==> src/rtl/regf_pkg.sv <==
package regf_pkg;

    localparam int DATA_W   = 8;
    localparam int NUM_REGS = 32;
    localparam int IDX_W    = $clog2(NUM_REGS);
    localparam int IMM_W    = IDX_W - 1;
    localparam int PTR_W    = 2 * DATA_W;
    localparam int NUM_RD   = 3;

    typedef logic [DATA_W-1:0] byte_t;
    typedef logic [IDX_W-1:0]  idx_t;
    typedef logic [PTR_W-1:0]  ptr_t;

    localparam idx_t PTR_LO_IDX = idx_t'(NUM_REGS - 2);
    localparam idx_t PTR_HI_IDX = idx_t'(NUM_REGS - 1);

    typedef enum logic [1:0] {
        ADDR_FULL = 2'd0,
        ADDR_IMM  = 2'd1,
        ADDR_PTR  = 2'd2
    } addr_mode_e;

    typedef struct packed {
        logic  en;
        idx_t  idx;
        byte_t data;
    } byte_wr_t;

    typedef struct packed {
        logic en;
        ptr_t data;
    } ptr_wr_t;

    function automatic idx_t map_addr(addr_mode_e mode, idx_t field, byte_t ptr_lo);
        idx_t r;
        case (mode)
            ADDR_IMM: r = {1'b1, field[IMM_W-1:0]};
            ADDR_PTR: r = ptr_lo[IDX_W-1:0];
            default:  r = field;
        endcase
        return r;
    endfunction

    // Value a register holds after the coming edge; pointer load wins.
    function automatic byte_t next_val(idx_t i, byte_wr_t w, ptr_wr_t p, byte_t cur);
        byte_t r;
        if (p.en && i == PTR_LO_IDX)      r = p.data[DATA_W-1:0];
        else if (p.en && i == PTR_HI_IDX) r = p.data[PTR_W-1:DATA_W];
        else if (w.en && w.idx == i)      r = w.data;
        else                              r = cur;
        return r;
    endfunction

endpackage

==> src/rtl/regf_addr_map.sv <==
module regf_addr_map
    import regf_pkg::*;
(
    input  addr_mode_e mode,
    input  idx_t       field,
    input  byte_t      ptr_lo,
    output idx_t       idx
);

    assign idx = map_addr(mode, field, ptr_lo);

endmodule

==> src/rtl/regf_storage.sv <==
module regf_storage
    import regf_pkg::*;
(
    input  logic                             clk,
    input  logic                             rst,
    input  byte_wr_t                         wr,
    input  ptr_wr_t                          pw,
    output logic [NUM_REGS-1:0][DATA_W-1:0]  regs_q
);

    for (genvar g = 0; g < NUM_REGS; g++) begin : g_reg
        always_ff @(posedge clk) begin
            if (rst) regs_q[g] <= '0;
            else     regs_q[g] <= next_val(idx_t'(g), wr, pw, regs_q[g]);
        end
    end

endmodule

==> src/rtl/regf_read_port.sv <==
module regf_read_port
    import regf_pkg::*;
(
    input  idx_t                             idx,
    input  logic [NUM_REGS-1:0][DATA_W-1:0]  regs_q,
    input  byte_wr_t                         wr,
    input  ptr_wr_t                          pw,
    output byte_t                            data
);

    assign data = next_val(idx, wr, pw, regs_q[idx]);

endmodule

==> src/rtl/regf_core.sv <==
module regf_core
    import regf_pkg::*;
(
    input  logic        clk,
    input  logic        rst,
    input  logic [4:0]  rd_a_idx_i,
    input  logic        rd_a_imm_i,
    input  logic [4:0]  rd_b_idx_i,
    input  logic        wr_en_i,
    input  logic        wr_imm_i,
    input  logic        wr_ind_i,
    input  logic [4:0]  wr_idx_i,
    input  logic [7:0]  wr_data_i,
    input  logic        ptr_wr_en_i,
    input  logic [15:0] ptr_wr_data_i,
    output logic [7:0]  rd_a_data_o,
    output logic [7:0]  rd_b_data_o,
    output logic [7:0]  ind_data_o,
    output logic [15:0] ptr_o
);

    logic [NUM_REGS-1:0][DATA_W-1:0] regs_q;
    byte_wr_t   wr;
    ptr_wr_t    pw;
    addr_mode_e wr_mode;
    idx_t       wr_idx;

    addr_mode_e rd_mode [NUM_RD];
    idx_t       rd_field[NUM_RD];
    idx_t       rd_idx  [NUM_RD];
    byte_t      rd_data [NUM_RD];

    assign wr_mode = wr_ind_i ? ADDR_PTR : (wr_imm_i ? ADDR_IMM : ADDR_FULL);

    regf_addr_map u_wmap (
        .mode   (wr_mode),
        .field  (wr_idx_i),
        .ptr_lo (regs_q[PTR_LO_IDX]),
        .idx    (wr_idx)
    );

    assign wr = '{en: wr_en_i, idx: wr_idx, data: wr_data_i};
    assign pw = '{en: ptr_wr_en_i, data: ptr_wr_data_i};

    regf_storage u_store (
        .clk    (clk),
        .rst    (rst),
        .wr     (wr),
        .pw     (pw),
        .regs_q (regs_q)
    );

    // Port 0: A (full or immediate), port 1: B (full), port 2: indirect.
    assign rd_mode[0]  = rd_a_imm_i ? ADDR_IMM : ADDR_FULL;
    assign rd_field[0] = rd_a_idx_i;
    assign rd_mode[1]  = ADDR_FULL;
    assign rd_field[1] = rd_b_idx_i;
    assign rd_mode[2]  = ADDR_PTR;
    assign rd_field[2] = '0;

    for (genvar p = 0; p < NUM_RD; p++) begin : g_rd
        regf_addr_map u_map (
            .mode   (rd_mode[p]),
            .field  (rd_field[p]),
            .ptr_lo (regs_q[PTR_LO_IDX]),
            .idx    (rd_idx[p])
        );
        regf_read_port u_port (
            .idx    (rd_idx[p]),
            .regs_q (regs_q),
            .wr     (wr),
            .pw     (pw),
            .data   (rd_data[p])
        );
    end

    assign rd_a_data_o = rd_data[0];
    assign rd_b_data_o = rd_data[1];
    assign ind_data_o  = rd_data[2];
    assign ptr_o       = {regs_q[PTR_HI_IDX], regs_q[PTR_LO_IDX]};

    AST_PTR_LOAD: assert property (@(posedge clk) disable iff (rst)
        ptr_wr_en_i |=> ptr_o == $past(ptr_wr_data_i));

    AST_IDLE_HOLD: assert property (@(posedge clk) disable iff (rst)
        (!wr_en_i && !ptr_wr_en_i) |=> $stable(ptr_o) && $stable(regs_q));

    AST_IMM_UPPER: assert property (@(posedge clk) disable iff (rst)
        (wr_en_i && wr_imm_i && !wr_ind_i && !ptr_wr_en_i)
        |=> regs_q[{1'b1, $past(wr_idx_i[3:0])}] == $past(wr_data_i));

    AST_IND_SELECT: assert property (@(posedge clk) disable iff (rst)
        (!wr_en_i && !ptr_wr_en_i) |-> ind_data_o == regs_q[ptr_o[4:0]]);

    AST_FULL_WRITE: assert property (@(posedge clk) disable iff (rst)
        (wr_en_i && !wr_imm_i && !wr_ind_i && !ptr_wr_en_i)
        |=> regs_q[$past(wr_idx_i)] == $past(wr_data_i));

endmodule

==> config.mk <==
export PLATFORM = sky130hd
export DESIGN_NAME = regf_core
export DESIGN_NICKNAME = d
export VERILOG_FILES = /design/src/rtl/regf_pkg.sv /design/src/rtl/regf_addr_map.sv /design/src/rtl/regf_storage.sv /design/src/rtl/regf_read_port.sv /design/src/rtl/regf_core.sv
export SDC_FILE = /design/constraint.sdc
export NUM_CORES = 1
export LEC_CHECK = 0
export BUFFER_PORTS_ARGS = -buffer_cell sky130_fd_sc_hd__buf_2
export CAP_MARGIN = 20
export CELL_PAD_IN_SITES_DETAIL_PLACEMENT = 1
export CELL_PAD_IN_SITES_GLOBAL_PLACEMENT = 2
export CORE_MARGIN = 2
export CORE_UTILIZATION = 43
export CTS_BUF_LIST = sky130_fd_sc_hd__clkbuf_16
export DETAILED_ROUTE_END_ITERATION = 16
export PLACE_DENSITY = 0.88
export SYNTH_ARGS = -nofsm -noshare
export SYNTH_HDL_FRONTEND = slang
export SYNTH_HIERARCHICAL = 1
export SYNTH_SLANG_ARGS = --single-unit
==> constraint.sdc <==
create_clock -name clk -period 11.9 [get_ports clk]
set_input_delay 2.38 -clock clk [delete_from_list [all_inputs] [get_ports clk]]
set_output_delay 2.38 -clock clk [all_outputs]
set_load 0.01 [all_outputs]
Yosys cells after proc, flatten, opt, wreduce, memory -nomap -nowiden
Cells that the tools add are included.
{ "classes": {"eq_ne": 44, "n_mux": 24, "n_lt_le_gt_ge": 3, "reduce_logical": 44} }
{ "op_table": {"columns": ["operator", "n"], "rows": [
  ["two-way mux 8 bit", 16],
  ["binary-select mux 8 bit (select 5 bit)", 3],
  ["== test 5 bit (second input constant)", 22],
  ["logical AND 1 bit", 41],
  ["== test 5 x 4 -> 1 bit (second input constant)", 8],
  ["== test 5 x 3 -> 1 bit (second input constant)", 4],
  ["one-hot mux 5 bit (2 select lines)", 2],
  ["less-than comparator 5 x 6 -> 1 bit (second input constant)", 3],
  ["== test 5 bit", 3],
  ["== test 5 x 2 -> 1 bit (second input constant)", 2],
  ["== test 5 x 1 -> 1 bit (second input constant)", 1],
  ["zero test 5 bit", 1],
  ["nonzero test 2 bit", 2],
  ["== test 1 x 2 -> 1 bit (second input constant)", 1],
  ["== test 2 x 1 -> 1 bit (second input constant)", 1],
  ["== test 2 bit (second input constant)", 1],
  ["two-way mux 1 bit", 2],
  ["two-way mux 2 bit", 1],
  ["== test 1 bit (second input constant)", 1]
]} }
{ "word_totals": {"elab_cells": 147, "input_bits": 46, "out_inout_bits": 40, "reg_bits": 256} }

Longest topological paths before layout
{ "depth": {"word_depth": 9, "mapped_depth": 13, "ltp_nobuf": 10} }

Modules after synthesis
The synthesis kept the hierarchy.
{ "by_module_without_submodules": {"columns": ["mod", "area_each_um2", "n_inst", "cells_per_inst", "seq_area_each_um2"], "rows": [
  ["regf_storage", 10418.7, 1, 1234, 5124.9],
  ["regf_read_port", 2503.7, 3, 232, 0.0],
  ["regf_addr_map", 113.9, 4, 14, 0.0],
  ["regf_core", 21.3, 1, 3, 0.0]
]} }

Worst setup path before layout
No wires, ideal clock.
{ "synth_path": {"kind": "input to output", "from": "input wr_imm_i", "to": "output ind_data_o[0]", "stages": 11, "setup_slack_ns": 4.815, "t_arrival_ns": 4.705, "path_cell_list": "nor2b_4 -> inv_1 -> ha_1 -> or2_4 -> a22o_1 -> xor2_1 -> nor4_2 -> and2_1 -> buf_2 -> nor3_1 -> a221o_1"} }
{ "synth_via": {"elab_chain_cells": 9, "elab_cells_between_ends": 10, "classes_between": "3 x eq/ne; 6 x mux; 1 x reduce/logical"} }
{ "synth_rtl": {"columns": ["element", "line", "rtl"], "rows": [
  ["start: declaration", "regf_core.sv:10", "input logic wr_imm_i,"],
  ["two-way mux 1 bit *", "regf_core.sv:33", "assign wr_mode = wr_ind_i ? ADDR_PTR : (wr_imm_i ? ADDR_IMM : ADDR_FULL);"],
  ["two-way mux 2 bit *", "regf_core.sv:33", null],
  ["== test 2 bit / == test 2 x 1 -> 1 bit (equally long branches)", "regf_pkg.sv:36", "case (mode)"],
  ["one-hot mux 5 bit (2 select lines) *", "regf_pkg.sv:36", null],
  ["via wr_idx[3]", "regf_core.sv:26", "idx_t wr_idx;"],
  ["== test 5 bit *", "regf_pkg.sv:49", "else if (w.en && w.idx == i) r = w.data;"],
  ["logical AND 1 bit *", "regf_pkg.sv:49", null],
  ["two-way mux 8 bit *", "regf_pkg.sv:49", null],
  ["two-way mux 8 bit *", "regf_pkg.sv:48", "else if (p.en && i == PTR_HI_IDX) r = p.data[PTR_W-1:DATA_W];"],
  ["two-way mux 8 bit *", "regf_pkg.sv:47", "if (p.en && i == PTR_LO_IDX) r = p.data[DATA_W-1:0];"],
  ["end: declaration", "regf_core.sv:18", "output logic [7:0] ind_data_o,"]
]} }
Mark *: on every way through the listed nets, which the timed path passes. The rest lies on a longest branch.

==> impl_metrics.yaml <==
critical_path:
  worst-setup-path-type: "in -> out"
  cp_cell_sequence: "buf_2, inv_1, ha_1, or2_4, a22o_4, buf_4, mux4_1, mux2_2, o22ai_1, o221ai_1, a221o_1, buf_2"
  cp-start-kind: "input port"
  crit_family: "compound AO/OA/AOI/OAI gates"
  crit_required_ns: 9.52
  endpoint_kind: "primary output"
  cp.buffers_inverters: 4
  arrival_ns: 6.26
  max_stage_delay_ns: 0.64
  crit_top_cell: "buf_2"
  cp_max_fo: 31
  slowest_stage: "buf_4"
  r2r_slack_ns: 8.63
clock_network:
  clk-insertion-delay-late_ns: 0.59
  clk_pin_slew_ns: 0.06
  numCtsBuffers: 30
  clockBufferDepth: 3
  post_cts_resize_count: 0
  cts_tree: "yes"
  cts_root_buffer: "clkbuf_16"
  postCtsSetupBuffers: 0
  cts.sinks: 256
  cts_hold_buf: 0
  cts_max_level: 1
logic_synthesis:
  synth_top_area_cell: "dfxtp_1"
  synthMostInstantiatedCell: "dfxtp_1"
  async_flop_share_pct: 0
  synth_cell_type_count: 65
  synth_commonest_cells: "dfxtp_1, nand3_1, a21oi_1"
  synthCells: 1989
  ys_ff_latch: 256
  ys_seq_area_share_pct: 27.84
  yosysWarnings: 6
  synth.avg_cell_area_um2: 9.254
  synth_top_area_share_pct: 27.84
  synth_enable_flop_cells: 0
  mappedNetlistArea_um2: 18410
  yosys_most_used_dff: "dfxtp_1"
  netlist_top_cells_area: "dfxtp_1, mux4_2, nand3_1, a21oi_1, o21ai_0"
die:
  fp.dieW_um: 210.9
  rows: 75
  fp.dieH_um: 210.9
  design.die.area_um2: 44480
  io_pins: 86
  fp.coreArea_um2: 42130
  initial_core_util_pct: 43.69
routing:
  firstDrtPassIters: 5
  vias_per_cell: 7.282
  num_vias: 17970
  ant_nets: 0
  drtIter0Drc: 1964
  wl_um: 75650
  drcViolationCount: 0
  avgRoutedWirePerCell_um: 30.65
pwr:
  internal_power_mw: 1.610
  switchingPower_uw: 853.6
  peakVddDrop_v: 0.00009299
  power_mw: 2.464
  p_seq_share_pct: 36.0
  power_density_nw_per_um2: 126.3
  leakage_nw: 6.276
  pwr-share-comb_pct: 25.2
  clock_power_share_pct: 38.8
  p_sw_share_pct: 34.64
global_route:
  antenna_found_initial: 1
  grt_pass1_wl_um: 114200
  grt_util_all_layers_pct: 33.66
  grt_max_degree: 92
  grt_pass1_vias: 18140
  globalRouteOverflowTotal: 0
sta:
  slew-limit-headroom_pct: 23.41
  fin_crit_sh_pct: 72.62
  fin_setup_tns_ns: 0
  hold_viol: 0
  worst-slew-pin-transition_ns: 1.146
  max_freq_mhz: 115.7
  slew_viol_final: 0
  grt_setup_unrepaired: "false"
  setup_viol: 0
  post-route-min-period_ns: 8.642
  skew_ns: 0.01785
final_layout:
  seq_area_um2: 5125
  stdcell_area_um2: 19510
  final_util_pct: 46.31
  syn_to_final_growth_pct: 6.016
  top_register: "u_store/regs_q"
  nFillCells: 4826
  drive_above_1_share_pct: 21.99
  multi_input_area_um2: 11880
  nets: 1962
  largest_reg_flops: 256
  largest_registers: "u_store/regs_q x256"
worst_hold_path:
  hold_class: "reg -> reg"
placement:
  hpwl_um: 45960
  place_area_um2: 18500
  place_congestion: 0.9560
  port_buffers: 85
flow_run:
  drv_cap: 0
status:
  outcome: "completed"
-- power groups by stage --
| stage | Combinational [mW] | Sequential, mW | Clock [mW] |
|---|---|---|---|
| 2_1_floorplan | 0.404 | 0.901 | 0 |
| 3_3_place_gp | 0.588 | 0.905 | 0 |
| 3_5_place_dp | 0.598 | 0.906 | 0 |
| 4_1_cts | 0.601 | 0.887 | 0.964 |
| 5_1_grt | 0.640 | 0.889 | 0.998 |
| 6_report | 0.620 | 0.888 | 0.956 |
-- stage by stage --
step	setup WS [ns]	hold slack, ns	instances
6_report	3.258	0.5053	2468
5_1_grt	3.120	0.5284	2468
4_1_cts	3.324	0.5041	2465
3_5_place_dp	3.331	0.4957	2409
3_3_place_gp	3.372	0.4798	2409
2_1_floorplan	4.815	0.4658	2004
-- path summary, 6_finish.rpt --
check	from	end	cells after the start
hold reg to reg	u_store/regs_q[63]	u_store/regs_q[63]	2
setup reg to reg	u_store/regs_q[240]	u_store/regs_q[170]	5
hold / removal	u_store/regs_q[63]	u_store/regs_q[63]	2
setup / recovery	rd_a_imm_i	rd_a_data_o[0]	12
-- tightest hold or removal path: stages (launching register included) --
cell and delay, ns:
dfxtp_1 0.32, o21ai_0 0.07, a21oi_1 0.06
-- kinds of logic after synthesis --
kind of cell             Yosys count  synth area share (%)
other                              2               0.04080
adder cells (fa/ha/maj)           12                0.8157
AO/OA/AOI/OAI                    702                 22.53
buffers and inverters            285                 8.463
AND/OR/NAND/NOR                  468                 14.04
multiplexers                     249                 25.55
flip-flops                       256                 27.84
XOR/XNOR                          15                0.7138
-- area by class of cell --
| class | count | share of cell area [%] |
|---|---|---|
| sequential | 256 | 26.26 |
| multi-input combinational | 1463 | 60.89 |
| clock inverter | 25 | 1.116 |
| clock buffer | 31 | 3.975 |
| antenna | 1 | 0.01282 |
| inverter | 31 | 0.5963 |
| timing repair buffer | 122 | 3.687 |
| tap | 539 | 3.456 |
-- layer usage --
metal,up-vias,share of wire [%],track usage (%)
li1,7498,-,-
met1,9175,40,44.94
met2,1083,46,53.58
met3,215,10,6.393
met4,0,4.0,14.28
met5,-,0,0
-- placed cells by master (no fill, tap or decap), drive strengths merged, types with 17 or more instances in the layout --
master  count
o21ai     271
nand3     258
dfxtp     256
a21oi     253
mux4      171
buf       121
nand2      55
mux2i      48
inv        37
clkbuf     32
a31oi      31
a221oi     31
mux2       30
and2       28
nor3       27
o211ai     27
nand4      22
o22ai      21
conb       17
(Power assumes the default switching activity.)
